<file path="src/rtl/br_pkg.sv">
package br_pkg;
   typedef enum logic {
      PIN_DRIVE = 1'b0,
      PIN_GATE  = 1'b1
   } pin_mode_e;
endpackage

</file>
<file path="src/rtl/br_pos_gen.sv">
module br_pos_gen #(
   parameter int CNT_W = 12
) (
   input  logic             clk,
   input  logic             rst_n,
   input  logic             line_start,
   input  logic [CNT_W-1:0] win_start,
   input  logic [CNT_W-1:0] win_end,
   output logic             win_int
);
   localparam logic [CNT_W-1:0] CNT_MAX = '1;

   initial begin
      if (CNT_W < 2) $error("CNT_W must be at least 2");
   end

   logic [CNT_W-1:0] pos_q;
   logic [CNT_W-1:0] cur;

   always_comb begin
      if (line_start)           cur = '0;
      else if (pos_q == CNT_MAX) cur = CNT_MAX;
      else                       cur = pos_q + 1'b1;
   end

   assign win_int = (cur >= win_start) && (cur < win_end);

   always_ff @(posedge clk or negedge rst_n) begin
      if (!rst_n) pos_q <= CNT_MAX;
      else        pos_q <= cur;
   end

   AST_LINE_ZERO: assert property (@(posedge clk) disable iff (!rst_n)
      line_start |=> pos_q == '0);
endmodule

</file>
<file path="src/rtl/br_ramp_ctrl.sv">
module br_ramp_ctrl #(
   parameter int PIX_W    = 24,
   parameter int RAMP_LEN = 4,
   parameter int LVL_W    = 3
) (
   input  logic             clk,
   input  logic             rst_n,
   input  logic             open,
   input  logic [PIX_W-1:0] pix_in,
   input  logic [PIX_W-1:0] blank_in,
   output logic [LVL_W-1:0] lvl_q,
   output logic [PIX_W-1:0] src_q,
   output logic [PIX_W-1:0] blank_q
);
   localparam logic [LVL_W-1:0] LVL_TOP = LVL_W'(RAMP_LEN);

   logic [LVL_W-1:0] lvl_d;

   always_comb begin
      if (open) lvl_d = (lvl_q == LVL_TOP) ? lvl_q : lvl_q + 1'b1;
      else      lvl_d = (lvl_q == '0)      ? lvl_q : lvl_q - 1'b1;
   end

   always_ff @(posedge clk or negedge rst_n) begin
      if (!rst_n) begin
         lvl_q   <= '0;
         src_q   <= '0;
         blank_q <= '0;
      end else begin
         lvl_q   <= lvl_d;
         blank_q <= blank_in;
         if (open) src_q <= pix_in;
      end
   end

   AST_LVL_BOUND: assert property (@(posedge clk) disable iff (!rst_n)
      lvl_q <= LVL_TOP);
   AST_CLOSE_FALLS: assert property (@(posedge clk) disable iff (!rst_n)
      !open |=> (lvl_q == '0) || (lvl_q < $past(lvl_q)));
   AST_CLOSE_HOLDS: assert property (@(posedge clk) disable iff (!rst_n)
      !open |=> $stable(src_q));
endmodule

</file>
<file path="src/rtl/br_mix.sv">
module br_mix #(
   parameter int COMP_W   = 8,
   parameter int NUM_COMP = 3,
   parameter int RAMP_LEN = 4,
   parameter int LVL_W    = 3
) (
   input  logic                         clk,
   input  logic                         rst_n,
   input  logic [LVL_W-1:0]             lvl,
   input  logic [COMP_W*NUM_COMP-1:0]   src,
   input  logic [COMP_W*NUM_COMP-1:0]   blank,
   output logic [COMP_W*NUM_COMP-1:0]   pix_out
);
   localparam int PIX_W = COMP_W * NUM_COMP;
   localparam int SH    = $clog2(RAMP_LEN);
   localparam int MW    = COMP_W + LVL_W + 1;
   localparam logic [LVL_W-1:0] LVL_TOP = LVL_W'(RAMP_LEN);

   initial begin
      if ((1 << SH) != RAMP_LEN) $error("RAMP_LEN must be a power of two");
   end

   logic [PIX_W-1:0] mix_d;

   for (genvar g = 0; g < NUM_COMP; g++) begin : g_comp
      logic [MW-1:0] acc;
      assign acc = MW'(blank[g*COMP_W +: COMP_W]) * MW'(LVL_TOP - lvl)
                 + MW'(src[g*COMP_W +: COMP_W])   * MW'(lvl);
      assign mix_d[g*COMP_W +: COMP_W] = acc[SH +: COMP_W];
   end

   always_ff @(posedge clk or negedge rst_n) begin
      if (!rst_n) pix_out <= '0;
      else        pix_out <= mix_d;
   end

   AST_FULL_PASS: assert property (@(posedge clk) disable iff (!rst_n)
      lvl == LVL_TOP |=> pix_out == $past(src));
   AST_BLANK_OUT: assert property (@(posedge clk) disable iff (!rst_n)
      lvl == '0 |=> pix_out == $past(blank));
endmodule

</file>
<file path="src/rtl/blank_ramp_win.sv">
module blank_ramp_win
   import br_pkg::*;
#(
   parameter int COMP_W   = 8,
   parameter int NUM_COMP = 3,
   parameter int CNT_W    = 12,
   parameter int RAMP_LEN = 4
) (
   input  logic                       clk,
   input  logic                       rst_n,
   input  logic                       line_start,
   input  logic [COMP_W*NUM_COMP-1:0] pix_in,
   input  logic [COMP_W*NUM_COMP-1:0] blank_lvl,
   input  logic [CNT_W-1:0]           win_start,
   input  logic [CNT_W-1:0]           win_end,
   input  logic                       ext_dir,
   input  logic                       win_in,
   output logic                       win_out,
   output logic                       win_oe,
   output logic [COMP_W*NUM_COMP-1:0] pix_out
);
   localparam int PIX_W = COMP_W * NUM_COMP;
   localparam int LVL_W = $clog2(RAMP_LEN + 1);

   initial begin
      if (COMP_W < 1 || NUM_COMP < 1) $error("component shape must be non-empty");
      if (RAMP_LEN < 1) $error("RAMP_LEN must be positive");
   end

   pin_mode_e        mode;
   logic             win_int;
   logic             win_eff;
   logic [1:0]       win_pipe;
   logic [LVL_W-1:0] lvl_s1;
   logic [PIX_W-1:0] src_s1;
   logic [PIX_W-1:0] blank_s1;

   assign mode    = pin_mode_e'(ext_dir);
   assign win_eff = win_int && ((mode == PIN_DRIVE) || win_in);
   assign win_oe  = (mode == PIN_DRIVE);
   assign win_out = win_pipe[1];

   br_pos_gen #(.CNT_W(CNT_W)) u_pos (
      .clk        (clk),
      .rst_n      (rst_n),
      .line_start (line_start),
      .win_start  (win_start),
      .win_end    (win_end),
      .win_int    (win_int)
   );

   br_ramp_ctrl #(.PIX_W(PIX_W), .RAMP_LEN(RAMP_LEN), .LVL_W(LVL_W)) u_ramp (
      .clk      (clk),
      .rst_n    (rst_n),
      .open     (win_eff),
      .pix_in   (pix_in),
      .blank_in (blank_lvl),
      .lvl_q    (lvl_s1),
      .src_q    (src_s1),
      .blank_q  (blank_s1)
   );

   br_mix #(.COMP_W(COMP_W), .NUM_COMP(NUM_COMP), .RAMP_LEN(RAMP_LEN), .LVL_W(LVL_W)) u_mix (
      .clk     (clk),
      .rst_n   (rst_n),
      .lvl     (lvl_s1),
      .src     (src_s1),
      .blank   (blank_s1),
      .pix_out (pix_out)
   );

   always_ff @(posedge clk or negedge rst_n) begin
      if (!rst_n) win_pipe <= '0;
      else        win_pipe <= {win_pipe[0], win_int};
   end

   AST_GATE_BLANKS: assert property (@(posedge clk) disable iff (!rst_n)
      (ext_dir && !win_in) |=> (lvl_s1 == '0) || (lvl_s1 < $past(lvl_s1)));
   AST_PIN_NO_OPEN: assert property (@(posedge clk) disable iff (!rst_n)
      !win_int |=> (lvl_s1 == '0) || (lvl_s1 < $past(lvl_s1)));
endmodule

</file>
<file path="config.mk">
export PLATFORM = sky130hd
export DESIGN_NAME = blank_ramp_win
export DESIGN_NICKNAME = d
export VERILOG_FILES = /design/src/rtl/br_pkg.sv /design/src/rtl/br_pos_gen.sv /design/src/rtl/br_ramp_ctrl.sv /design/src/rtl/br_mix.sv /design/src/rtl/blank_ramp_win.sv
export SDC_FILE = /design/constraint.sdc
export NUM_CORES = 1
export LEC_CHECK = 0
export ABC_AREA = 1
export BUFFER_PORTS_ARGS = -buffer_cell sky130_fd_sc_hd__buf_2
export CORE_MARGIN = 2
export CORE_UTILIZATION = 50
export DETAILED_ROUTE_END_ITERATION = 12
export PLACE_DENSITY_LB_ADDON = 0.15
export SKIP_CTS_REPAIR_TIMING = 1
export SLEW_MARGIN = 15
export SYNTH_ARGS = -nofsm -noshare
export SYNTH_HDL_FRONTEND = slang
export SYNTH_SLANG_ARGS = --single-unit
</file>
<file path="constraint.sdc">
create_clock -name clk -period 5.62 [get_ports clk]
set_input_delay 1.124 -clock clk [delete_from_list [all_inputs] [get_ports clk]]
set_output_delay 1.124 -clock clk [all_outputs]
set_load 0.01 [all_outputs]
</file>
==> results of run 1 <==
-- flip-flops by register name, summed over array words and instances, names as in the netlist --
signal / count
u_mix.pix_out: 24
u_pos.pos_q: 12
u_ramp.blank_q: 24
u_ramp.lvl_q: 3
u_ramp.src_q: 24
win_pipe: 2
-- cells in the mapped netlist (all sizes together) (6+ instances only) --
cell type	number	share of area
a21oi	32	0.017
buf	13	0.0097
clkbuf	12	0.0049
dfrtp	77	0.20
dfstp	12	0.034
fa	116	0.25
ha	95	0.13
inv	323	0.13
nand2	248	0.10
nand3	42	0.026
nor2	42	0.023
nor3	6	0.0032
o21ai	12	0.0064
xnor2	21	0.020
xor2	38	0.035
-- routing by layer --
layer / global-route usage / share of wire
met5: 0 / 0
met4: 0.0542 / 0.016
met3: 0.0279 / 0.037
met2: 0.372 / 0.49
met1: 0.276 / 0.45
-- how the worst max path moves through the flow --
| stage | endpoint | slack (ns) |
|---|---|---|
| after global placement | u_mix.pix_out[23]$_DFF_PN0_ | 0.52 |
| after global routing | u_mix.pix_out[23]$_DFF_PN0_ | 0.13 |
| after detailed placement | u_mix.pix_out[23]$_DFF_PN0_ | 0.43 |
| final | u_mix.pix_out[23]$_DFF_PN0_ | 0.41 |
| after CTS | u_mix.pix_out[23]$_DFF_PN0_ | 0.41 |
| after floorplan | u_mix.pix_out[15]$_DFF_PN0_ | 0.53 |
-- layout make-up --
cell class | instances | area [um^2]
multi-input combinational | 668 | 5810
fill | 1778 | 8100
clock buffer | 9 | 225
clock inverter | 7 | 118
tap | 234 | 293
timing repair buffer | 111 | 581
sequential | 89 | 2240
inverter | 323 | 1220
-- stage by stage --
step	instances	cell area (um^2)
finish	1441	10500
global route	1441	10500
CTS	1441	10500
detailed placement	1425	10100
global placement	1425	10100
floorplan	1105	9400
-- logic make-up (layout without fill, tap and decap cells) --
group	Yosys count	after routing	share of synthesized area
adder cells (fa/ha/maj)	211	211	0.373
flip-flops	89	89	0.238
buffers and inverters	348	450	0.144
AO/OA/AOI/OAI	54	54	0.0314
AND/OR/NAND/NOR	344	344	0.157
XOR/XNOR	59	59	0.0558
-- worst max-delay path, cell delays in order (launching register included) --
cell,delay (ns)
dfrtp_1,0.34
buf_4,0.50
nor2_8,0.09
nor2_8,0.25
nand2_1,0.22
fa_1,0.61
inv_1,0.10
fa_1,0.46
fa_1,0.53
fa_1,0.55
inv_1,0.05
fa_1,0.52
inv_1,0.04
ha_1,0.28
inv_1,0.10
o21ai_0,0.10
a21oi_1,0.13
inv_1,0.06
xor2_1,0.16
==> run_results.csv, run 1 <==
group,metric,value,unit
status,status,"finished clean",
drt,post-route-drc-count,0,
floorplan,die_area,0.0199,mm^2
clock_tree,numCtsBuffers,9,
worst_setup_path,endpoint_kind,"flop",
clock_tree,cts_tree,"yes",
final_layout,mostFrequentLayoutCell,"inv_1",
drt,routed_wl,19.2,mm
synth,synth_warnings,0,
placed_design,post-dp-hpwl,15.3,mm
drt,postRouteAntennaNets,0,
clock_tree,clkTransAtPathRegs,0.07,ns
timing,period_share,0.927,
timing,final_max_slew_viol_count,0,
global_route,grt_pass1_vias,7097,
worst_setup_path,required,5.86,ns
synth,yosysSeqAreaShare,0.238,
floorplan,fp.dieH,141,um
synth,synth_cells,1105,
timing,setup-tns-final,0,ns
timing,whs,0.355,ns
placed_design,pre_cts_slack,0.433,ns
worst_setup_path,r2r_slack,0.41,ns
worst_hold_path,hold_end,"win_pipe[1]$_DFF_PN0_",
clock_tree,insertion_delay,0.35,ns
drt,dr.pass1.iters,4,
final_layout,mostFrequentLayoutCells,"inv_1 (321), nand2_1 (243), fa_1 (116)",
final_layout,area_growth,11.5,%
worst_setup_path,worst-r2r-cell-count,18,
worst_setup_path,crit_fanout,46,
worst_hold_path,hp-class,"reg -> reg",
drt,vias,6758,
drt,wire_per_inst,13.3,um
final_layout,finalNetCount,1490,
timing,fin_crit,5.21,ns
timing,hold_viol,0,
synth,synth-seq-cells,89,
global_route,track_usage,0.211,
worst_hold_path,hold_start,"win_pipe[0]$_DFF_PN0_",
synth,synth_flop_cell,"dfrtp_1",
worst_setup_path,regToRegEndpoint,"u_mix.pix_out[23]$_DFF_PN0_",
placed_design,place.gp.congestion,0.824,
placed_design,io_buffers,102,
synth,syn-mean-instance-area,8.51,um^2
synth,synth_area,0.00940,mm^2
floorplan,fp-row-count,50,
global_route,antenna_found_initial,0,
floorplan,pin_count,103,
drt,viasPerCell,4.69,
floorplan,die_x,141,um
worst_setup_path,reg2reg_from,"u_ramp.lvl_q[0]$_DFFE_PN0P_",
timing,slew-limit-headroom,0.565,
final_layout,layout-drive-gt1-share,0.131,
timing,rsz0062_at_grt,"false",
synth,syn-num-nets,1393,
timing,max_slew.worst_pin.slew,0.652,ns
drt,dr.first_iter.drc_count,322,
global_route,grt_pass1_wl,33.3,mm
clock_tree,h-tree-depth,3,
timing,fin_skew,0.00787,ns
timing,fmax,192,MHz
synth,synthArstFlopShare,1.00,
final_layout,final_util,0.564,
flow_run,drv_cap,0,
synth,synth_cell_type_count,39,
global_route,grt_max_degree,49,
timing,setup_ws,0.408,ns
worst_hold_path,whs_path_depth,0,
worst_setup_path,worstSetupStartpointType,"flop",
synth,synth_edf_count,0,
floorplan,start_util,0.506,
worst_setup_path,crit_type,"reg -> reg",
clock_tree,clock-sinks,89,
timing,setup_viol,0,
clock_tree,cts_root_buf,"clkbuf_16",
final_layout,antenna-diode-count,0,
global_route,grt_overflow,0,
floorplan,core_area,0.0186,mm^2
worst_setup_path,worstPathArrival,5.45,ns
worst_setup_path,crit_start,"u_ramp.lvl_q[0]$_DFFE_PN0P_",
clock_tree,clk_path_buf_depth,2,
Power of run 1 is not shown: default switching activity piles up to over one toggle a cycle in this logic, so the estimate is an artifact.
==> run 2: changes to the inputs <==
Settings changed: BUFFER_PORTS_ARGS -buffer_cell sky130_fd_sc_hd__buf_2 to -buffer_cell sky130_fd_sc_hd__clkbuf_2.
==> run 2 against run 1 <==
  * Critical path depth unchanged
  * Sequential share of layout area rose by 0.051 points
  * First-iteration DRC count up 1.6%
  * Wire length down 0.91%
  * Clock skew shrank 0.0021 ns
  * Worst setup slack gained 0.033 ns
  * Die area did not move
  * Critical endpoint unchanged
==> run_results.csv, run 2 (same netlist as run 1, synthesis figures left out) <==
group,metric,value,unit
clock_tree,h-tree-depth,3,
timing,fin_crit,5.18,ns
global_route,grt_pass1_wl,33.3,mm
worst_setup_path,regToRegEndpoint,"u_mix.pix_out[23]$_DFF_PN0_",
final_layout,area_growth,11.2,%
drt,routed_wl,19.0,mm
worst_setup_path,required,5.86,ns
worst_setup_path,endpoint_kind,"flop",
final_layout,reg_top3,"u_mix.pix_out (24), u_ramp.blank_q (24), u_ramp.src_q (24)",
drt,viasPerCell,4.61,
worst_setup_path,worst-r2r-cell-count,18,
clock_tree,clock-sinks,89,
global_route,grt_pass1_vias,7118,
timing,rsz0062_at_grt,"false",
timing,max_slew.worst_pin.slew,0.748,ns
floorplan,pin_count,103,
drt,wire_per_inst,13.2,um
worst_setup_path,cp.depth,18,
timing,fin_skew,0.00574,ns
final_layout,nFillCells,1731,
timing,fmax,193,MHz
floorplan,die_x,141,um
clock_tree,numCtsBuffers,9,
worst_setup_path,crit_fanout,46,
timing,setup_viol,0,
drt,dr.pass1.iters,4,
drt,post-route-drc-count,0,
clock_tree,clk_path_buf_depth,2,
worst_setup_path,critical-path-slowest-cell,"fa_1",
timing,final_max_slew_viol_count,0,
timing,setup_ws,0.441,ns
clock_tree,clkTransAtPathRegs,0.07,ns
final_layout,final_util,0.563,
placed_design,dp.cells,1425,
worst_setup_path,worstSetupStartpointType,"flop",
global_route,track_usage,0.210,
clock_tree,cts_root_buf,"clkbuf_16",
global_route,antenna_found_initial,0,
worst_setup_path,crit_start,"u_ramp.lvl_q[0]$_DFFE_PN0P_",
final_layout,layout-drive-gt1-share,0.131,
global_route,grt_max_degree,49,
worst_setup_path,cp_cell_sequence,"buf_4 > nor2_8 > nor2_8 > nand2_1 > fa_1 > inv_1 > fa_1 > fa_1 > fa_1 > inv_1 > fa_1 > inv_1 > ha_1 > inv_1 > o21ai_0 > a21oi_1 > inv_1 > xor2_1",
worst_setup_path,reg2reg_from,"u_ramp.lvl_q[0]$_DFFE_PN0P_",
status,status,"finished clean",
final_layout,mostFrequentLayoutCell,"inv_1",
worst_setup_path,critPathBufInv,6,
final_layout,antenna-diode-count,0,
timing,slew-limit-headroom,0.501,
floorplan,die_area,0.0199,mm^2
final_layout,mostFrequentLayoutCells,"inv_1 (321), nand2_1 (243), fa_1 (116)",
worst_setup_path,r2r_slack,0.44,ns
timing,setup-tns-final,0,ns
final_layout,instances_no_fill,1441,
final_layout,finalNetCount,1490,
placed_design,post-dp-hpwl,15.3,mm
flow_run,drv_cap,0,
placed_design,io_buffers,102,
placed_design,place.gp.congestion,0.821,
clock_tree,cts_tree,"yes",
placed_design,pre_cts_slack,0.448,ns
floorplan,fp.dieH,141,um
worst_setup_path,max_stage_delay,0.60,ns
worst_setup_path,cp_top_family,"adder cells",
drt,dr.first_iter.drc_count,327,
timing,period_share,0.922,
worst_setup_path,endpoint,"u_mix.pix_out[23]$_DFF_PN0_",
clock_tree,insertion_delay,0.35,ns
global_route,grt_overflow,0,
worst_setup_path,crit_type,"reg -> reg",
drt,postRouteAntennaNets,0,
drt,vias,6642,
timing,hold_viol,0,
worst_setup_path,worstPathArrival,5.42,ns
floorplan,start_util,0.506,
floorplan,fp-row-count,50,
floorplan,core_area,0.0186,mm^2
worst_hold_path,hp-class,"reg -> reg",
-- run 2: cell types whose count changed in the layout (fill, tap and decap cells not counted) --
| cell | delta |
|---|---|
| clkbuf_2 | +101 |
| buf_2 | -101 |
| bufinv_16 | -1 |
| inv_6 | +1 |
| clkinv_4 | -1 |
| clkinv_2 | +1 |
-- run 2: worst min-delay path by stage --
stage / startpoint / endpoint / slack, ns / cells past startpoint
global placement: win_pipe[0]$_DFF_PN0_ / win_pipe[1]$_DFF_PN0_ / 0.33 / 0
finish: win_pipe[0]$_DFF_PN0_ / win_pipe[1]$_DFF_PN0_ / 0.35 / 0
floorplan: win_pipe[0]$_DFF_PN0_ / win_pipe[1]$_DFF_PN0_ / 0.33 / 0
CTS: win_pipe[0]$_DFF_PN0_ / win_pipe[1]$_DFF_PN0_ / 0.36 / 0
detailed placement: win_pipe[0]$_DFF_PN0_ / win_pipe[1]$_DFF_PN0_ / 0.34 / 0
global route: win_pipe[0]$_DFF_PN0_ / win_pipe[1]$_DFF_PN0_ / 0.38 / 0
-- run 2: through the flow --
step                      instance area [um^2]  hold slack [ns]
after floorplan                           9400            0.331
after global placement                   10100            0.334
after detailed placement                 10100            0.342
after CTS                                10500            0.356
after global routing                     10500            0.376
final                                    10500            0.354
-- run 2: cell type report --
cell class,count,area [um^2],area share
well taps,234,293,0.0280
repair buffers,111,581,0.0555
clock inverters,7,92.6,0.00885
inverters,323,1220,0.116
clock buffers,9,225,0.0215
flip-flops and latches,89,2240,0.214
multi-input cells,668,5810,0.555
-- run 2: routing by layer --
metal | part of all wire | wire (um) | track usage | vias up
met5 | 0 | 0 | 0 | -
met4 | 0.0092 | 176 | 0.0484 | 0
met1 | 0.46 | 8760 | 0.277 | 3137
met3 | 0.033 | 631 | 0.0265 | 10
met2 | 0.50 | 9480 | 0.371 | 97
li1 | - | - | - | 3398
-- run 2: worst register-to-register path: stages, from the launching register on --
cell and delay, ns:
dfrtp_1 0.34, buf_4 0.50, nor2_8 0.10, nor2_8 0.25, nand2_1 0.21, fa_1 0.60, inv_1 0.10, fa_1 0.47
fa_1 0.53, fa_1 0.55, inv_1 0.05, fa_1 0.52, inv_1 0.04, ha_1 0.27, inv_1 0.09, o21ai_0 0.11
a21oi_1 0.13, inv_1 0.06, xor2_1 0.15
Power of run 2 is left out for the same reason.
